## config.mk

```make
export PLATFORM = sky130hd
export DESIGN_NAME = serial_rx_fe
export DESIGN_NICKNAME = d
export VERILOG_FILES = /design/src/rtl/serial_rx_pkg.sv /design/src/rtl/serial_rx_ctrl.sv /design/src/rtl/serial_rx_datapath.sv /design/src/rtl/serial_rx_fe.sv
export SDC_FILE = /design/constraint.sdc
export NUM_CORES = 1
export LEC_CHECK = 0
export BUFFER_PORTS_ARGS = -buffer_cell sky130_fd_sc_hd__buf_2
export CAP_MARGIN = 25
export CORE_UTILIZATION = 60
export DETAILED_ROUTE_END_ITERATION = 10
export PLACE_DENSITY = 0.81
export SYNTH_ARGS = -nofsm -noshare
export SYNTH_HDL_FRONTEND = slang
export SYNTH_SLANG_ARGS = --single-unit
```

## constraint.sdc

```tcl
create_clock -name clk -period 4.7 [get_ports clk]
set_input_delay 0.705 -clock clk [delete_from_list [all_inputs] [get_ports clk]]
set_output_delay 0.705 -clock clk [all_outputs]
set_load 0.05 [all_outputs]
```

## src/rtl/serial_rx_pkg.sv

```systemverilog
package serial_rx_pkg;
  localparam int RX_DATA_W = 8;
  localparam int RX_IDX_W  = $clog2(RX_DATA_W + 1);

  typedef struct packed {
    logic                shift;     // a data bit was decided this cycle
    logic [RX_IDX_W-1:0] idx;       // position of that data bit
    logic                bitVal;    // majority value of the decided bit
    logic                commit;    // frame completion point reached
    logic                stopCheck; // stop bit was decided this cycle
    logic                stopVal;   // majority value of the stop bit
  } rxStrobe_t;
endpackage

```

## src/rtl/serial_rx_ctrl.sv

```systemverilog
module serial_rx_ctrl
  import serial_rx_pkg::*;
#(
  parameter int OVERSAMPLE = 16,
  parameter int DATA_W     = RX_DATA_W
) (
  input  logic       clk,
  input  logic       rstN,
  input  logic       rxIn,
  input  logic       sampleTick,
  input  logic       rxEnable,
  input  logic       nineBit,
  input  logic       cfgFeEn,
  output rxStrobe_t  strobe
);
  localparam int PH_W  = $clog2(OVERSAMPLE);
  localparam int SMP_B = OVERSAMPLE / 2;
  localparam int SMP_A = SMP_B - 1;
  localparam int SMP_C = SMP_B + 1;
  localparam int CNT_W = $clog2(DATA_W + 2);

  typedef enum logic [1:0] {ST_IDLE, ST_START, ST_DATA, ST_STOP} rxState_e;

  rxState_e         state;
  logic [PH_W-1:0]  phase;
  logic [CNT_W-1:0] bitNum;
  logic             syncA, rxSync;
  logic             smpFirst, smpSecond;
  logic             armed;
  logic             decide, vote, lastData;
  logic [CNT_W-1:0] lastIdx;

  // two-stage synchronizer on the asynchronous line
  always_ff @(posedge clk or negedge rstN) begin
    if (!rstN) begin
      syncA  <= 1'b1;
      rxSync <= 1'b1;
    end else begin
      syncA  <= rxIn;
      rxSync <= syncA;
    end
  end

  assign lastIdx  = nineBit ? CNT_W'(DATA_W) : CNT_W'(DATA_W - 1);
  assign decide   = sampleTick && (state != ST_IDLE) && (phase == PH_W'(SMP_C));
  assign vote     = (smpFirst & smpSecond) | (smpFirst & rxSync) | (smpSecond & rxSync);
  assign lastData = (bitNum == lastIdx);

  always_comb begin
    strobe           = '0;
    strobe.idx       = RX_IDX_W'(bitNum);
    strobe.bitVal    = vote;
    strobe.stopVal   = vote;
    if (decide) begin
      unique case (state)
        ST_DATA: begin
          strobe.shift  = 1'b1;
          strobe.commit = lastData && !cfgFeEn;
        end
        ST_STOP: begin
          strobe.stopCheck = 1'b1;
          strobe.commit    = cfgFeEn;
        end
        default: ;
      endcase
    end
  end

  always_ff @(posedge clk or negedge rstN) begin
    if (!rstN) begin
      state     <= ST_IDLE;
      phase     <= '0;
      bitNum    <= '0;
      smpFirst  <= 1'b1;
      smpSecond <= 1'b1;
      armed     <= 1'b0;
    end else if (sampleTick) begin
      if (state == ST_IDLE) begin
        phase <= '0;
        if (rxSync) begin
          armed <= 1'b1;
        end else if (armed && rxEnable) begin
          state <= ST_START;
          armed <= 1'b0;
        end
      end else begin
        phase <= (phase == PH_W'(OVERSAMPLE - 1)) ? '0 : phase + 1'b1;
        if (phase == PH_W'(SMP_A)) smpFirst  <= rxSync;
        if (phase == PH_W'(SMP_B)) smpSecond <= rxSync;
        if (decide) begin
          unique case (state)
            ST_START: begin
              bitNum <= '0;
              state  <= vote ? ST_IDLE : ST_DATA;
              armed  <= vote;
            end
            ST_DATA: begin
              if (lastData) state  <= ST_STOP;
              else          bitNum <= bitNum + 1'b1;
            end
            ST_STOP: begin
              state <= ST_IDLE;
              armed <= vote; // a low stop must see the line high again
            end
            default: state <= ST_IDLE;
          endcase
        end
      end
    end
  end
endmodule

```

## src/rtl/serial_rx_datapath.sv

```systemverilog
module serial_rx_datapath
  import serial_rx_pkg::*;
#(
  parameter int DATA_W = RX_DATA_W
) (
  input  logic              clk,
  input  logic              rstN,
  input  logic              cfgFeEn,
  input  logic              ctlWrEn,
  input  logic [7:0]        ctlWrData,
  input  rxStrobe_t         strobe,
  output logic              rxEnable,
  output logic              nineBit,
  output logic [7:0]        ctlRdData,
  output logic [DATA_W-1:0] rxData,
  output logic              rxBit9,
  output logic              rxDone,
  output logic              frameErr
);
  logic              modeHi, modeLo, recvOn, bit9Reg, doneReg, errReg, acceptPend;
  logic [DATA_W:0]   frameBuf, merged;
  logic [DATA_W-1:0] dataReg;
  logic              acceptNow, unusedWrBits;

  assign unusedWrBits = ^{ctlWrData[5], ctlWrData[3], ctlWrData[1]};

  assign nineBit   = modeHi;
  assign rxEnable  = recvOn && (modeHi || modeLo);
  assign acceptNow = strobe.commit && !doneReg;

  always_comb begin
    merged = frameBuf;
    if (strobe.shift) merged[strobe.idx] = strobe.bitVal;
  end

  always_ff @(posedge clk or negedge rstN) begin
    if (!rstN) begin
      modeHi     <= 1'b0;
      modeLo     <= 1'b0;
      recvOn     <= 1'b0;
      bit9Reg    <= 1'b0;
      doneReg    <= 1'b0;
      errReg     <= 1'b0;
      acceptPend <= 1'b0;
      frameBuf   <= '0;
      dataReg    <= '0;
    end else begin
      if (ctlWrEn) begin
        modeLo  <= ctlWrData[6];
        recvOn  <= ctlWrData[4];
        bit9Reg <= ctlWrData[2];
        doneReg <= ctlWrData[0];
        if (cfgFeEn) errReg <= ctlWrData[7];
        else         modeHi <= ctlWrData[7];
      end
      if (strobe.shift) frameBuf <= merged;
      if (acceptNow) begin
        dataReg    <= merged[DATA_W-1:0];
        doneReg    <= 1'b1;
        acceptPend <= !strobe.stopCheck;
        if (modeHi) bit9Reg <= merged[DATA_W];
      end
      if (strobe.stopCheck) begin
        if (!modeHi && (acceptPend || acceptNow)) bit9Reg <= strobe.stopVal;
        if (!acceptNow) acceptPend <= 1'b0;
        if (cfgFeEn && !strobe.stopVal) errReg <= 1'b1;
      end
    end
  end

  assign ctlRdData = {cfgFeEn ? errReg : modeHi, modeLo, 1'b0, recvOn,
                      1'b0, bit9Reg, 1'b0, doneReg};
  assign rxData    = dataReg;
  assign rxBit9    = bit9Reg;
  assign rxDone    = doneReg;
  assign frameErr  = errReg;
endmodule

```

## src/rtl/serial_rx_fe.sv

```systemverilog
module serial_rx_fe
  import serial_rx_pkg::*;
#(
  parameter int OVERSAMPLE = 16
) (
  input  logic       clk,
  input  logic       rstN,
  input  logic       rxIn,
  input  logic       sampleTick,
  input  logic       cfgFeEn,
  input  logic       ctlWrEn,
  input  logic [7:0] ctlWrData,
  output logic [7:0] ctlRdData,
  output logic [7:0] rxData,
  output logic       rxBit9,
  output logic       rxDone,
  output logic       frameErr
);
  rxStrobe_t strobe;
  logic      rxEnable, nineBit;

  serial_rx_ctrl #(.OVERSAMPLE(OVERSAMPLE), .DATA_W(RX_DATA_W)) u_ctrl (
    .clk(clk), .rstN(rstN), .rxIn(rxIn), .sampleTick(sampleTick),
    .rxEnable(rxEnable), .nineBit(nineBit), .cfgFeEn(cfgFeEn), .strobe(strobe)
  );

  serial_rx_datapath #(.DATA_W(RX_DATA_W)) u_dp (
    .clk(clk), .rstN(rstN), .cfgFeEn(cfgFeEn), .ctlWrEn(ctlWrEn),
    .ctlWrData(ctlWrData), .strobe(strobe), .rxEnable(rxEnable),
    .nineBit(nineBit), .ctlRdData(ctlRdData), .rxData(rxData),
    .rxBit9(rxBit9), .rxDone(rxDone), .frameErr(frameErr)
  );
endmodule

```

==> impl_metrics.tcl, run 1 <==
set metrics [dict create \
    clock.fmax_mhz 399.1 \
    core_um2 3661 \
    skew_ns 0.007884 \
    grt_pass1_wl_um 7590 \
    cap_violations 0 \
    dr_total_vias 1603 \
    arrival_ns 2.68 \
    cts_setup_buffers 0 \
    die_width_um 63.62 \
    clkLatencyLatePin_ns 0.29 \
    min_period_over_period 0.5331 \
    drcViolationCount 0 \
    cts.root.buffer_cell "clkbuf_8" \
    worst_pin_slew_ns 0.8595 \
    antennaDiodeCount 0 \
    drt_iter0_drc 107 \
    relSlewSlack 0.4270 \
    synth_cells 196 \
    synth_edf_count 0 \
    crit_path_max_fanout 10 \
    ys_ff_latch 39 \
    nNetsFinal 239 \
    cts_tree "yes" \
    end_kind "register" \
    rows 22 \
    finalNonFillerCells 263 \
    htreeDepth 2 \
    grt_util_all_layers 0.2460 \
    place_inst 255 \
    hp-class "register to register" \
    final_hold_viol_count 0 \
    syn_to_final_growth_pct 9.445 \
    detail_route.first_pass.iterations 4 \
    clk_path_buf_depth 2 \
    required_ns 4.87 \
    die_height_um 63.62 \
    post-dp-hpwl_um 3090 \
    leakage_uw 0.001204 \
    ys_seq_area_frac 0.4305 \
    synth_area_um2 2278 \
    layout_commonest_cell "dfrtp_1" \
    rsz0062_at_grt "false" \
    ys_warn_count 0 \
    postRouteWirelength_um 4383 \
    grt_max_degree 40 \
    port_buffers 26 \
    mostFrequentLayoutCells "dfrtp_1, buf_2, mux2_2, inv_1, ha_1" \
    wl_per_cell_um 16.67 \
    gr-total-overflow 0 \
    drive_gt1_frac 0.3349 \
    async_flop_share 1.000 \
    avgSynthCellArea_um2 11.62 \
    power.density_nw_per_um2 460.2 \
    grt_pass1_vias 1651 \
    ys.flop_type "dfrtp_1" \
    fin_util 0.6811 \
    finalHoldWorstSlack_ns 0.3567 \
    initial_utilization 0.6224 \
    start_kind "register" \
    outcome "complete, no violations" \
    avgViaCountPerCell 6.095 \
    die_area_um2 4048 \
    ctsHoldBuffers 0 \
    antenna_found_initial 0 \
    clkSinkCount 39 \
    cts-buffers-inserted 5 \
    synth_cell_types 58 \
    tns_ns 0 \
    antenna_left 0 \
    setup_viol_count_final 0 \
    slew_violations 0 \
    period_minus_slack_ns 2.506 \
    routabilityCongestion 0.8114 \
    io_pins 33 \
    critPathKind "register to register" \
    cts_resized 0 \
    clkTransAtPathRegs_ns 0.08 \
    ir_drop_mv 0.4548 \
]
-- registers in the layout, indices dropped and copies added, names as in the netlist --
name,count
u_ctrl.bitNum,4
u_ctrl.rxSync,1
u_ctrl.phase,4
u_dp.nineBit,1
u_dp.modeLo,1
u_ctrl.smpSecond,1
u_dp.frameBuf,9
u_dp.acceptPend,1
u_dp.rxData,8
u_ctrl.syncA,1
u_dp.rxDone,1
u_ctrl.armed,1
u_ctrl.smpFirst,1
u_dp.rxBit9,1
u_ctrl.state,2
u_dp.recvOn,1
u_dp.frameErr,1
-- cells by family (layout without fill, tap and decap cells) --
logic type                 Yosys count  count (layout)  synth area share
muxes                               26              26            0.1400
adders and majority gates           12              12           0.06535
and+or+nand+nor                     53              53            0.1631
other                                1               3          0.001646
buffers and inverters               31              48           0.07359
DFF                                 39              39            0.4305
AOI/OAI and AO/OA                   34              34            0.1258
-- synth_stat cells (2+ instances only) --
library cell	n	share of area
mux2_2	15	0.074
o22ai_1	2	0.0055
inv_1	14	0.023
ha_1	11	0.060
dfrtp_1	35	0.38
a22o_1	2	0.0077
nor4_1	4	0.011
clkbuf_1	2	0.0033
o21a_1	2	0.0066
buf_2	5	0.011
nor2_1	4	0.0066
nand2_1	7	0.012
dfstp_2	4	0.046
nand3_1	7	0.015
buf_4	8	0.026
buf_6	2	0.0099
nor4b_1	4	0.015
nand2b_1	2	0.0055
nand4b_1	2	0.0077
and2b_1	3	0.0099
nor3_1	5	0.011
and2_1	2	0.0055
a311o_1	2	0.0088
mux2_4	8	0.053
mux2i_1	3	0.013
nor4b_2	4	0.026
o21ai_0	6	0.013
-- area by class of cell --
class                   instances  area (um2)
fillers                       269        1167
multi-input cells             128        1137
flip-flops and latches         39       980.9
repair buffers                 26       130.1
clock buffers                   6       72.57
clock inverters                 2       60.06
well taps                      48       60.06
inverters                      14       52.55
-- stage by stage --
stage               setup WS, ns  instance area [um2]  total power [uW]
finish                     2.194                 2494              1148
global route               2.054                 2494              1212
CTS                        2.228                 2494              1149
detailed placement         2.213                 2361             817.3
global placement           2.277                 2361             787.3
floorplan                  2.532                 2286             738.2
-- per-layer routing --
layer | vias to the layer above | track usage | routed length, um
met5 | - | 0 | 0
met4 | 0 | 0.07670 | 58
met3 | 7 | 0.06341 | 207
met2 | 44 | 0.4149 | 2234
met1 | 809 | 0.3060 | 1883
li1 | 743 | - | -
-- worst paths after layout --
check                      slack (ns)                        start  cells after the start                      endpoint
min in group asynchronous        0.52                         rstN                      1         u_dp.rxBit9$_DFF_PN0_
max in group asynchronous        3.63                         rstN                      1  u_ctrl.bitNum[1]$_DFFE_PN0P_
setup reg to reg                 2.19  u_ctrl.state[0]$_DFFE_PN0P_                      6    u_dp.rxData[4]$_DFFE_PN0P_
hold reg to reg                  0.36       u_ctrl.syncA$_DFF_PN1_                      0       u_ctrl.rxSync$_DFF_PN1_
setup / recovery                 2.19  u_ctrl.state[0]$_DFFE_PN0P_                      6    u_dp.rxData[4]$_DFFE_PN0P_
hold / removal                   0.36       u_ctrl.syncA$_DFF_PN1_                      0       u_ctrl.rxSync$_DFF_PN1_
-- power breakdown --
group          switching (uW)  total, uW  internal [uW]
sequential               83.5        477            394
combinational             208        342            133
clock                     117        329            212
-- critical path, stage by stage (launching register included) --
cell and delay [ns]:
dfrtp_1 0.41, inv_1 0.11, ha_1 0.36, nor4b_1 0.29
a22o_1 0.27, o21a_1 0.58, mux2_4 0.35
No activity file was read; power rests on OpenSTA's default activity.
==> inputs of run 2 (changes only) <==
CORE_UTILIZATION = 57   (was 60)
PLACE_DENSITY = 0.78   (was 0.81)
clock period = 2.5 ns   (was 4.7 ns; I/O delays follow)
==> impl_metrics.tcl, run 2 (synthesis results as in run 1) <==
set metrics [dict create \
    outcome "complete, no violations" \
    placement.cell_area_um2 2376 \
    grt_pass1_wl_um 7148 \
    required_ns 2.68 \
    cts_setup_buffers 0 \
    initial_utilization 0.6086 \
    die_height_um 65.23 \
    syn_to_final_growth_pct 7.908 \
    tns_ns 0 \
    period_minus_slack_ns 2.273 \
    nNetsFinal 241 \
    drt_iter0_drc 82 \
    crit_path_max_fanout 6 \
    wl_per_cell_um 15.71 \
    postRouteWirelength_um 4162 \
    final_hold_viol_count 0 \
    layout_commonest_cell "dfrtp_1" \
    slew_violations 0 \
    hp-class "input pin to asynchronous set/reset pin" \
    arrival_ns 2.45 \
    cts.root.buffer_cell "clkbuf_8" \
    grt_pass1_vias 1516 \
    detail_route.first_pass.iterations 4 \
    setup_viol_count_final 0 \
    die_area_um2 4254 \
    power.density_nw_per_um2 793.1 \
    place_inst 257 \
    clock.fmax_mhz 439.9 \
    antennaDiodeCount 0 \
    post-dp-hpwl_um 2919 \
    ir_drop_mv 0.4344 \
    skew_ns 0.008831 \
    top_register "u_dp.frameBuf" \
    htreeDepth 2 \
    clkLatencyLatePin_ns 0.29 \
    avgViaCountPerCell 6.008 \
    largest_reg_flops 9 \
    rows 22 \
    final_area_um2 2459 \
    antenna_found_initial 0 \
    clk_path_buf_depth 2 \
    routabilityCongestion 0.7990 \
    setup_slack_ns 0.2266 \
    worst_pin_slew_ns 0.8500 \
    cap_violations 0 \
    relSlewSlack 0.4333 \
    cts_tree "yes" \
    io_pins 33 \
    critPathKind "register to register" \
    clkSinkCount 39 \
    finalNonFillerCells 265 \
    dr_total_vias 1592 \
    min_period_over_period 0.9094 \
    start_kind "register" \
    grt_util_all_layers 0.2266 \
    antenna_left 0 \
    gr-total-overflow 0 \
    rsz0062_at_grt "false" \
    drive_gt1_frac 0.3410 \
    end_kind "register" \
    die_width_um 65.23 \
    mostFrequentLayoutCells "dfrtp_1, buf_2, mux2_2, inv_1, ha_1" \
    core_um2 3744 \
    grt_max_degree 40 \
    p_total_uw 1950 \
    leakage_uw 0.001192 \
    dp_slack_ns 0.1321 \
    port_buffers 26 \
    drcViolationCount 0 \
    clkTransAtPathRegs_ns 0.08 \
    cts-buffers-inserted 5 \
]
run 2: final cells by class:
class,count,area (um2)
fillers,319,1285
multi-input cells,128,1139
flip-flops and latches,39,980.9
clock buffers,7,76.32
well taps,48,60.06
repair buffers,28,145.1
inverters,14,52.55
clock inverters,1,5.005
run 2: final timing paths:
path	startpoint	depth (start not counted)	end	slack [ns]
min in group clk	rxIn	1	u_ctrl.syncA$_DFF_PN1_	0.18
setup reg to reg	u_ctrl.state[0]$_DFFE_PN0P_	6	u_dp.rxData[1]$_DFFE_PN0P_	0.23
max in group asynchronous	rstN	1	u_ctrl.phase[0]$_DFFE_PN0P_	1.78
hold reg to reg	u_ctrl.syncA$_DFF_PN1_	0	u_ctrl.rxSync$_DFF_PN1_	0.36
hold / removal	rstN	1	u_dp.nineBit$_DFFE_PN0P_	0.18
setup / recovery	u_ctrl.state[0]$_DFFE_PN0P_	6	u_dp.rxData[1]$_DFFE_PN0P_	0.23
run 2: critical path, cell delays in order (launching register included):
cell,delay (ns)
dfrtp_1,0.40
inv_1,0.11
ha_1,0.27
or3b_4,0.45
nor4_1,0.29
mux2_2,0.39
mux2_4,0.25
run 2: stage by stage:
step,util,hold slack [ns]
5_1_grt,0.6568,0.1758
6_report,0.6568,0.1823
2_1_floorplan,-,0.07941
3_5_place_dp,0.6347,0.3521
3_3_place_gp,0.6347,0.3466
4_1_cts,0.6564,0.1750
run 2: timing repair:
| action | CTS | global route |
|---|---|---|
| hold buffers | 0 | 0 |
| endpoints found under the setup margin | 0 | 8 |
| resized for setup | 0 | 1 |
run 2: power by group:
part	switching [uW]	internal [uW]
registers	150	740
logic	390	266
clock network	208	196
run 2: routing by layer:
layer	vias to the layer above	track usage	share of wire
met5	-	0	0
met4	0	0.1005	0.014
met3	7	0.04861	0.037
met2	42	0.3711	0.49
met1	799	0.2868	0.46
li1	744	-	-
